### config.mk
export PLATFORM = sky130hd
export DESIGN_NAME = rx_quad_buffer
export DESIGN_NICKNAME = d
export VERILOG_FILES = /design/src/rtl/rxq_pkg.sv /design/src/rtl/rxq_deser.sv /design/src/rtl/rxq_stage.sv /design/src/rtl/rx_quad_buffer.sv
export SDC_FILE = /design/constraint.sdc
export NUM_CORES = 1
export LEC_CHECK = 0
export ABC_AREA = 1
export ABC_CLOCK_PERIOD_IN_PS = 1600
export BUFFER_PORTS_ARGS = -buffer_cell sky130_fd_sc_hd__buf_2
export CAP_MARGIN = 20
export CORE_ASPECT_RATIO = 1.4
export CORE_UTILIZATION = 42
export DETAILED_ROUTE_END_ITERATION = 10
export PLACE_DENSITY = 0.65
export SETUP_SLACK_MARGIN = 0.05
export SKIP_LAST_GASP = 1
export SLEW_MARGIN = 25
export SYNTH_ARGS = -nofsm -noshare
export SYNTH_HDL_FRONTEND = slang
export SYNTH_SLANG_ARGS = --single-unit
### constraint.sdc
create_clock -name clk -period 1.6 [get_ports clk]
set_clock_uncertainty 0.2 [all_clocks]
set_input_delay 0.32 -clock clk [delete_from_list [all_inputs] [get_ports clk]]
set_output_delay 0.32 -clock clk [all_outputs]
set_load 0.02 [all_outputs]
### src/rtl/rxq_pkg.sv
package rxq_pkg;
  localparam int RXQ_DATA_W = 8;
  localparam int RXQ_DEPTH  = 3;

  // A byte may step up when the enable is present, the stage holds a byte
  // and the stage above held nothing before this edge.
  function automatic logic can_advance(input logic en, input logic here_full,
                                       input logic above_full);
    return en & here_full & ~above_full;
  endfunction

  // The lowest stage accepts a finished byte only when it was empty.
  function automatic logic can_load(input logic done, input logic bottom_full);
    return done & ~bottom_full;
  endfunction
endpackage

### src/rtl/rxq_deser.sv
module rxq_deser #(
  parameter int DATA_W = 8
) (
  input  logic              clk,
  input  logic              rst,
  input  logic              ser_bit,
  input  logic              ser_valid,
  output logic              byte_done,
  output logic [DATA_W-1:0] byte_val
);
  localparam int CNT_W = $clog2(DATA_W);
  localparam logic [CNT_W-1:0] LAST = CNT_W'(DATA_W - 1);

  logic [DATA_W-1:0] shreg;
  logic [CNT_W-1:0]  bit_cnt;

  // New bits enter at the top and travel down, so the first bit ends at bit 0.
  function automatic logic [DATA_W-1:0] shift_in(input logic [DATA_W-1:0] cur,
                                                 input logic b);
    return {b, cur[DATA_W-1:1]};
  endfunction

  assign byte_done = ser_valid && (bit_cnt == LAST);
  assign byte_val  = shift_in(shreg, ser_bit);

  always_ff @(posedge clk) begin
    if (rst) begin
      shreg   <= '0;
      bit_cnt <= '0;
    end else if (ser_valid) begin
      shreg   <= byte_val;
      bit_cnt <= byte_done ? '0 : bit_cnt + 1'b1;
    end
  end

  a_r2_idle_hold: assert property (@(posedge clk) disable iff (rst)
    !ser_valid |=> $stable(bit_cnt));
  a_r2_wrap: assert property (@(posedge clk) disable iff (rst)
    byte_done |=> (bit_cnt == '0));
endmodule

### src/rtl/rxq_stage.sv
module rxq_stage #(
  parameter int DATA_W = 8
) (
  input  logic              clk,
  input  logic              rst,
  input  logic              arrive,
  input  logic              leave,
  input  logic [DATA_W-1:0] din,
  output logic              full,
  output logic [DATA_W-1:0] dout
);
  always_ff @(posedge clk) begin
    if (rst) begin
      full <= 1'b0;
      dout <= '0;
    end else if (arrive) begin
      full <= 1'b1;
      dout <= din;
    end else if (leave) begin
      full <= 1'b0;
    end
  end

  a_r8_no_overwrite: assert property (@(posedge clk) disable iff (rst)
    (full && !leave) |-> !arrive);
  a_r4_stage_hold: assert property (@(posedge clk) disable iff (rst)
    (!arrive && !leave) |=> ($stable(full) && $stable(dout)));
endmodule

### src/rtl/rx_quad_buffer.sv
module rx_quad_buffer
  import rxq_pkg::*;
#(
  parameter int DATA_W = RXQ_DATA_W,
  parameter int DEPTH  = RXQ_DEPTH
) (
  input  logic              clk,
  input  logic              rst,
  input  logic              ser_bit,
  input  logic              ser_valid,
  input  logic              xfer_en,
  input  logic              host_rd,
  output logic [DATA_W-1:0] rx_data,
  output logic              rx_avail,
  output logic              rx_overrun
);
  localparam int TOP = DEPTH - 1;

  logic              byte_done;
  logic [DATA_W-1:0] byte_val;
  logic              arrive [DEPTH];
  logic              leave  [DEPTH];
  logic              full   [DEPTH];
  logic [DATA_W-1:0] sdata  [DEPTH];
  logic [DATA_W-1:0] sin    [DEPTH];
  logic              overrun_evt;

  rxq_deser #(.DATA_W(DATA_W)) deser_i (
    .clk(clk), .rst(rst), .ser_bit(ser_bit), .ser_valid(ser_valid),
    .byte_done(byte_done), .byte_val(byte_val)
  );

  assign arrive[0]   = can_load(byte_done, full[0]);
  assign sin[0]      = byte_val;
  assign overrun_evt = byte_done & full[0];
  assign leave[TOP]  = host_rd & full[TOP];

  for (genvar i = 0; i < DEPTH; i++) begin : g_stage
    rxq_stage #(.DATA_W(DATA_W)) stage_i (
      .clk(clk), .rst(rst), .arrive(arrive[i]), .leave(leave[i]),
      .din(sin[i]), .full(full[i]), .dout(sdata[i])
    );
    if (i < TOP) begin : g_link
      assign leave[i]    = can_advance(xfer_en, full[i], full[i+1]);
      assign arrive[i+1] = leave[i];
      assign sin[i+1]    = sdata[i];
    end
  end

  always_ff @(posedge clk) begin
    if (rst) rx_overrun <= 1'b0;
    else if (overrun_evt) rx_overrun <= 1'b1;
  end

  assign rx_avail = full[TOP];
  assign rx_data  = full[TOP] ? sdata[TOP] : '0;

  a_r6_read_clears: assert property (@(posedge clk) disable iff (rst)
    (host_rd && rx_avail) |=> !rx_avail);
  a_r4_no_xfer_empty: assert property (@(posedge clk) disable iff (rst)
    (!xfer_en && !rx_avail) |=> !rx_avail);
  a_r7_empty_read: assert property (@(posedge clk) disable iff (rst)
    (host_rd && !rx_avail && !xfer_en) |=> (!rx_avail && rx_data == '0));
  a_r8_sticky: assert property (@(posedge clk) disable iff (rst)
    rx_overrun |=> rx_overrun);
  a_r8_flag_on_loss: assert property (@(posedge clk) disable iff (rst)
    overrun_evt |=> rx_overrun);
endmodule

==> reports/results.txt, run 1 <==
Status: finished, final reports clean
Portion of synthesized cell area occupied by the leading cell type: 46.5%
Ratio of cells with drive above 1 in the final layout: 15.5%
Final estimated routing congestion in global placement: 0.677
Buffers & Inverters on Critical Path: 2
Setup WS post-layout: 0.134 ns
Area of all placed cells without fillers: 0.00182 mm²
Post-Syn Area per Cell: 7.02 µm²
Buffer depth of the longest clock path: 2
Number of nets at the end of the flow: 259
Number of library cell types mapped by synthesis: 19
H-Tree Level Count: 2
Hold Path Origin: host_rd
Cell with the most instances after synthesis: sky130_fd_sc_hd__nor2_1
Number of instances in the synthesized netlist: 233
Clock latency of the later-clocked register in the worst-skew pair: 0.29 ns
Post-detailed-placement cell area: 0.00171 mm²
Global-route wire length before repair: 4550 µm
Data required time of the worst path: 1.08 ns
Commonest cells in the netlist: sky130_fd_sc_hd__nor2_1, sky130_fd_sc_hd__nand2_1, sky130_fd_sc_hd__dfxtp_1, sky130_fd_sc_hd__inv_1, sky130_fd_sc_hd__o21ai_0
Power density cells: 937 mW/mm²
Final cell count without fillers: 294
Final setup viols: 0
Power spent charging and discharging nets: 0.378 mW
Die outline area: 0.00415 mm²
Pin slew with the least headroom to its limit: 0.346 ns
Cell area after synthesis: 0.00164 mm²
Flop and latch count out of synthesis: 38
Number of antenna violations at the first check in global routing: 0
Post-detailed-route via-to-cell ratio: 4.35
CTS root buf: sky130_fd_sc_hd__clkbuf_8
CTS clk-pin slew, worst paths: 0.07 ns
Number of iterations in the first detailed-routing pass: 4
Post-synthesis cell type with the largest combined area: sky130_fd_sc_hd__dfxtp_1
Number of DRC markers in iteration 0: 21
Horiz. Die Dim: 54.8 µm
Proportion of register bits with asynchronous set or reset after synthesis: 0%
Post-route minimum period: 1.47 ns
Final Cycle Share: 91.6%
Detailed placement HPWL: 1750 µm
Worst IR Drop VDD: 0.588 mV
CTS Buf Count: 5
Part of the total power dissipated in the clock network: 39.4%
DRT antenna net count: 0
Number of diodes added for antenna fixing: 0
TritonCTS clock tree: built
Sequential Power Share: 56.8%
Max Fclk: 682 MHz
Sw frac: 22.1%
Most area-consuming cells after synthesis: sky130_fd_sc_hd__dfxtp_1, sky130_fd_sc_hd__nor2_1, sky130_fd_sc_hd__nand2_1
Max-cap violations: 0
Critical register-to-register path startpoint: deser_i.bit_cnt[0]
Hold Violations, Final: 0
Placeable core area: 0.00368 mm²
Internal power of the cells: 1.33 mW
Worst hold slack: 0.0709 ns
Layout overhead on the synthesized area: 11.3%
Number of buffers inserted by port buffering: 15
Aggregate negative setup slack: 0 ns
Top-level I/O count: 16
Number of enable flip-flop cells after synthesis: 0
Effective utilization at floorplan: 44.5%
Critical path endpoint category: output port
First element of the critical path: g_stage[2].stage_i.full
Largest net degree at the start of global routing: 19
Placed instance count: 285
Gate power share: 3.8%
Total number of yosys warnings: 0
Worst max-slew margin expressed relative to the limit: 76.9%
Core utilization of the finished layout: 49.6%
Residual DRC count: 0
Design Power: 1.71 mW
Leak Pwr: 1.03 nW
Total grt overflow: 0
Global-route total usage across every layer: 15.1%
# rows: 26
Unrepaired setup endpoints after global routing: yes
Sinks on Clock Net: 38
Hold WC Path Type: primary input to register
Nature of the critical path startpoint: register
Part of the Yosys area used for sequential elements: 46.5%
Family of cells with the greatest summed delay on the critical path: flip-flops
Detailed-route wire length per cell: 9.15 µm
Worst setup path class: register to output port
Slowest Stage Delay on Critical Path: 0.41 ns
Ordered cell list for the critical path: nand2_1, inv_1, buf_2
Arrival @ worst endpoint: 0.95 ns
Worst-path maximum fanout: 10
Crit path max-delay cell type: sky130_fd_sc_hd__dfxtp_4
WL final: 2690 µm
Die H: 75.9 µm
Pre-CTS setup slack: 0.118 ns
Synthesized Nets: 241
Max Slew Vio Count: 0
Via count of the first global-routing pass: 1037
Via total after detailed routing: 1280
Flip-flop cell with the highest count after synthesis: sky130_fd_sc_hd__dfxtp_1
tightest hold or removal path: stages:
cell and delay (ns):
sky130_fd_sc_hd__buf_2 0.07, sky130_fd_sc_hd__or2_2 0.10, sky130_fd_sc_hd__a21oi_2 0.04
logic make-up after synthesis:
group | Yosys count | synth area share, %
DFF | 38 | 46.5
adders and majority gates | 2 | 1.53
and+or+nand+nor | 130 | 33.3
buffers and inverters | 47 | 13.4
AOI/OAI and AO/OA | 16 | 5.28
per-layer routing:
layer / global-route usage, % / wire (µm) / vias to the layer above
li1: - / - / 719
met1: 17.7 / 1250 / 541
met2: 24.4 / 1310 / 14
met3: 4.79 / 83 / 6
met4: 6.84 / 51 / 0
met5: 0 / 0 / -
area by class of cell:
cell class | count | area, µm²
Clock buffer | 7 | 86.3
Timing Repair Buffer | 18 | 97.6
Multi-Input combinational cell | 149 | 669
Fill cell | 404 | 1850
Inverter | 39 | 146
Clock inverter | 1 | 5.00
Tap cell | 42 | 52.6
Sequential cell | 38 | 764
power groups by stage:
stage	clock [mW]	sequential [mW]	combinational [mW]
global placement	0	0.993	0.0630
detailed placement	0	0.993	0.0647
global route	0.744	0.972	0.0763
finish	0.673	0.970	0.0648
floorplan	0	0.991	0.0437
CTS	0.698	0.971	0.0650
path summary, 6_finish.rpt:
check / endpoint / slack, ns / cells after the start
hold reg to reg: rx_overrun / 0.25 / 2
setup / recovery: rx_data[7] / 0.13 / 3
setup reg to reg: g_stage[0].stage_i.dout[1] / 0.15 / 6
hold / removal: g_stage[2].stage_i.full / 0.07 / 3
flip-flops by register name (all words and copies together), names as in the netlist:
name	flops
g_stage.stage_i.full	3
deser_i.bit_cnt	3
rx_overrun	1
g_stage.stage_i.dout	24
deser_i.shreg	7
what timing repair did:
action | CTS | global route
resized for setup | 1 | 2
setup endpoints to repair | 9 | 16
endpoints found under the hold margin | 0 | 0
hold buffers | 0 | 0
buffers inserted | 0 | 0
pin swaps | 0 | 1
cloned | 0 | 1
layout by cell type, fill, tap and decap left out, types with 2 or more instances in the layout:
cell and n:
sky130_fd_sc_hd__o21ai_0 8, sky130_fd_sc_hd__nand3_4 3, sky130_fd_sc_hd__inv_1 36, sky130_fd_sc_hd__inv_2 3, sky130_fd_sc_hd__dfxtp_1 37, sky130_fd_sc_hd__clkbuf_8 6
sky130_fd_sc_hd__a21oi_1 6, sky130_fd_sc_hd__nand2_2 2, sky130_fd_sc_hd__nor2_1 63, sky130_fd_sc_hd__buf_2 15, sky130_fd_sc_hd__buf_4 3, sky130_fd_sc_hd__nand2_1 59
No activity file was read; power rests on OpenSTA's default activity.
==> run 2, diff against run 1 <==
CORE_ASPECT_RATIO = not set   (was 1.4)
==> run 2 against run 1 <==
Net effect:
- critical path depth is 2 higher
- clock power fell by 0.9%
- die area about the same
- worst setup slack got worse by 0.016 ns
- register-to-register slack worse by 0.03 ns
- core utilization about the same
- routed wire length fell by 1.1%
- worst hold slack barely moved
- flip-flop and latch count stayed put
- global-route usage is 0.62 points lower
- first-iteration DRC count grew to 2.8 times the previous value
- combinational power about the same
- largest power group unchanged
- highest routed layer unchanged
==> reports/results.txt, run 2 (synthesis results as in run 1) <==
Global-route total usage across every layer: 14.5% (-0.62 points)
Max-cap violations: 0 (unchanged)
Nature of the critical path startpoint: register
Number of iterations in the first detailed-routing pass: 4 (unchanged)
Met2 wirelength from detailed routing: 1220 µm (-6.7%)
Data required time of the worst path: 1.59 ns (+0.51 ns)
Number of antenna violations at the first check in global routing: 0 (unchanged)
Critical register-to-register path startpoint: deser_i.bit_cnt[0]
Number of DRC markers in iteration 0: 58 (+180%)
Hold WC Path Type: primary input to register
Detailed-route wire length per cell: 8.92 µm (-2.4%)
Largest net degree at the start of global routing: 33 (+14)
Number of buffers inserted by port buffering: 15 (unchanged)
Horiz. Die Dim: 64.4 µm (+18%)
Max reg flops: 24 (unchanged)
Number of cells on the worst hold path: 2 (-1)
Leak Pwr: 1.02 nW (-0.49%)
Leading cell types in the layout, fill and taps excluded: sky130_fd_sc_hd__nor2_1, sky130_fd_sc_hd__nand2_1, sky130_fd_sc_hd__dfxtp_1, sky130_fd_sc_hd__inv_1, sky130_fd_sc_hd__buf_2
CTS Buf Count: 5 (unchanged)
Detailed placement HPWL: 1580 µm (-9.4%)
Hold Path Origin: rst
Via count of the first global-routing pass: 1057 (+1.9%)
Die H: 64.4 µm (-15%)
Max Fclk: 675 MHz (-1.1%)
Top-level I/O count: 16 (unchanged)
Worst setup path class: register to register
Layout overhead on the synthesized area: 11.6%
CTS root buf: sky130_fd_sc_hd__clkbuf_8
Met1 layer wirelength in the final routing: 1330 µm (+6.4%)
Number of diodes added for antenna fixing: 0 (unchanged)
Residual DRC count: 0 (unchanged)
H-Tree Level Count: 2 (unchanged)
Clock latency of the later-clocked register in the worst-skew pair: 0.29 ns (about the same)
Pre-CTS setup slack: 0.105 ns (-0.0132 ns)
Ratio of cells with drive above 1 in the final layout: 14.8% (-0.68 points)
Number of nets at the end of the flow: 257 (-0.77%)
Reg2reg path depth: 5 (-1)
Met3 layer wire length in the routed design: 91 µm (+9.6%)
Sinks on Clock Net: 38 (unchanged)
Post-detailed-route via-to-cell ratio: 4.14 (-4.8%)
Unrepaired setup endpoints after global routing: yes
Worst-path maximum fanout: 8 (-2)
Effective utilization at floorplan: 44.4% (-0.15 points)
Hold Crit Endpoint: g_stage[2].stage_i.full
Arrival @ worst endpoint: 1.47 ns (+0.52 ns)
Top Registers: g_stage.stage_i.dout x24, deser_i.shreg x7
Global-route wire length before repair: 4570 µm (+0.44%)
Status: finished, final reports clean
WL final: 2660 µm (-1.1%)
Total grt overflow: 0 (unchanged)
Hold Violations, Final: 0 (unchanged)
Final setup viols: 0 (unchanged)
Slack of the worst reg-to-reg path: 0.12 ns (-0.03 ns)
Worst max-slew margin expressed relative to the limit: 83.3% (+6.4 points)
# rows: 22 (-15%)
Die outline area: 0.00415 mm² (about the same)
Hold-fix buffers, CTS: 0 (unchanged)
Final Cycle Share: 92.6% (+0.99 points)
Via total after detailed routing: 1235 (-3.5%)
Aggregate negative setup slack: 0 ns (unchanged)
Register containing the most flip-flops in the final layout: g_stage.stage_i.dout
Setup WS post-layout: 0.118 ns (-0.0158 ns)
TritonCTS clock tree: built
End of the worst register-to-register path: g_stage[0].stage_i.dout[0]
Placeable core area: 0.00369 mm² (+0.34%)
Buffer depth of the longest clock path: 2 (unchanged)
Top layer used by detailed routing: met4
Post-route minimum period: 1.48 ns (+0.0158 ns)
CTS clk-pin slew, worst paths: 0.07 ns (about the same)
DRT antenna net count: 0 (unchanged)
Worst IR Drop VDD: 0.474 mV (-19%)
Critical path endpoint category: register
Number of buffers added for setup after CTS: 0 (unchanged)
Leading cell type in the layout, fill and taps excluded: sky130_fd_sc_hd__nor2_1
Pin slew with the least headroom to its limit: 0.250 ns (-0.0962 ns)
Final estimated routing congestion in global placement: 0.664 (-2.0%)
Power density cells: 932 mW/mm² (-0.54%)
Max Slew Vio Count: 0 (unchanged)
## run 2: cell count changes in the layout (fill, tap and decap cells not counted)
cell                     change
sky130_fd_sc_hd__buf_4       -3
sky130_fd_sc_hd__buf_12      +1
## run 2: worst max path at each step
stage,startpoint,to,slack (ns)
final,deser_i.bit_cnt[0],g_stage[0].stage_i.dout[0],0.12
after floorplan,deser_i.bit_cnt[0],g_stage[0].stage_i.dout[4],0.16
after detailed placement,deser_i.bit_cnt[0],g_stage[0].stage_i.dout[7],0.11
after CTS,g_stage[2].stage_i.full,rx_data[5],0.06
after global placement,deser_i.bit_cnt[0],g_stage[0].stage_i.dout[7],0.16
after global routing,g_stage[2].stage_i.full,rx_data[5],0.04
## run 2: timing repair
item / in CTS / in global routing
pin swaps: 0 / 1
resized for setup: 1 / 2
cloned: 0 / 1
setup endpoints to repair: 9 / 16
## run 2: metal layers
layer | GRT usage, % | vias to the layer above
met3 | 5.28 | 2
li1 | - | 713
met4 | 6.67 | 0
met1 | 17.6 | 503
met5 | 0 | -
met2 | 22.6 | 17
## run 2: final cells by class
type                            count  area, µm²
Fill cell                         378       1860
Sequential cell                    38        764
Multi-Input combinational cell    149        669
Inverter                           39        146
Timing Repair Buffer               16       95.1
Clock buffer                        7       86.3
Tap cell                           48       60.1
Clock inverter                      1       5.00
## run 2: where the power goes
group	internal, mW	switching (mW)	leakage (nW)
Sequential	0.960	0.0112	0.309
Combinational	0.0231	0.0417	0.665
Clock	0.347	0.320	0.0482
Total	1.33	0.373	1.02
## run 2: metrics by stage
step,cells,total power [mW],hold WS (ns),cell area (µm²),util (%)
floorplan,233,1.03,0.182,1640,-
global placement,289,1.06,0.234,1720,46.6
detailed placement,289,1.06,0.267,1720,46.6
CTS,297,1.73,0.0626,1810,49.1
global route,298,1.79,0.0748,1830,49.5
finish,298,1.70,0.0708,1830,49.5
## run 2: critical path, cell delays in order (launching register included)
cell and delay (ns):
sky130_fd_sc_hd__dfxtp_1 0.36, sky130_fd_sc_hd__ha_1 0.16, sky130_fd_sc_hd__ha_2 0.27, sky130_fd_sc_hd__nand3_2 0.19, sky130_fd_sc_hd__nor2_1 0.14, sky130_fd_sc_hd__nor2_1 0.06
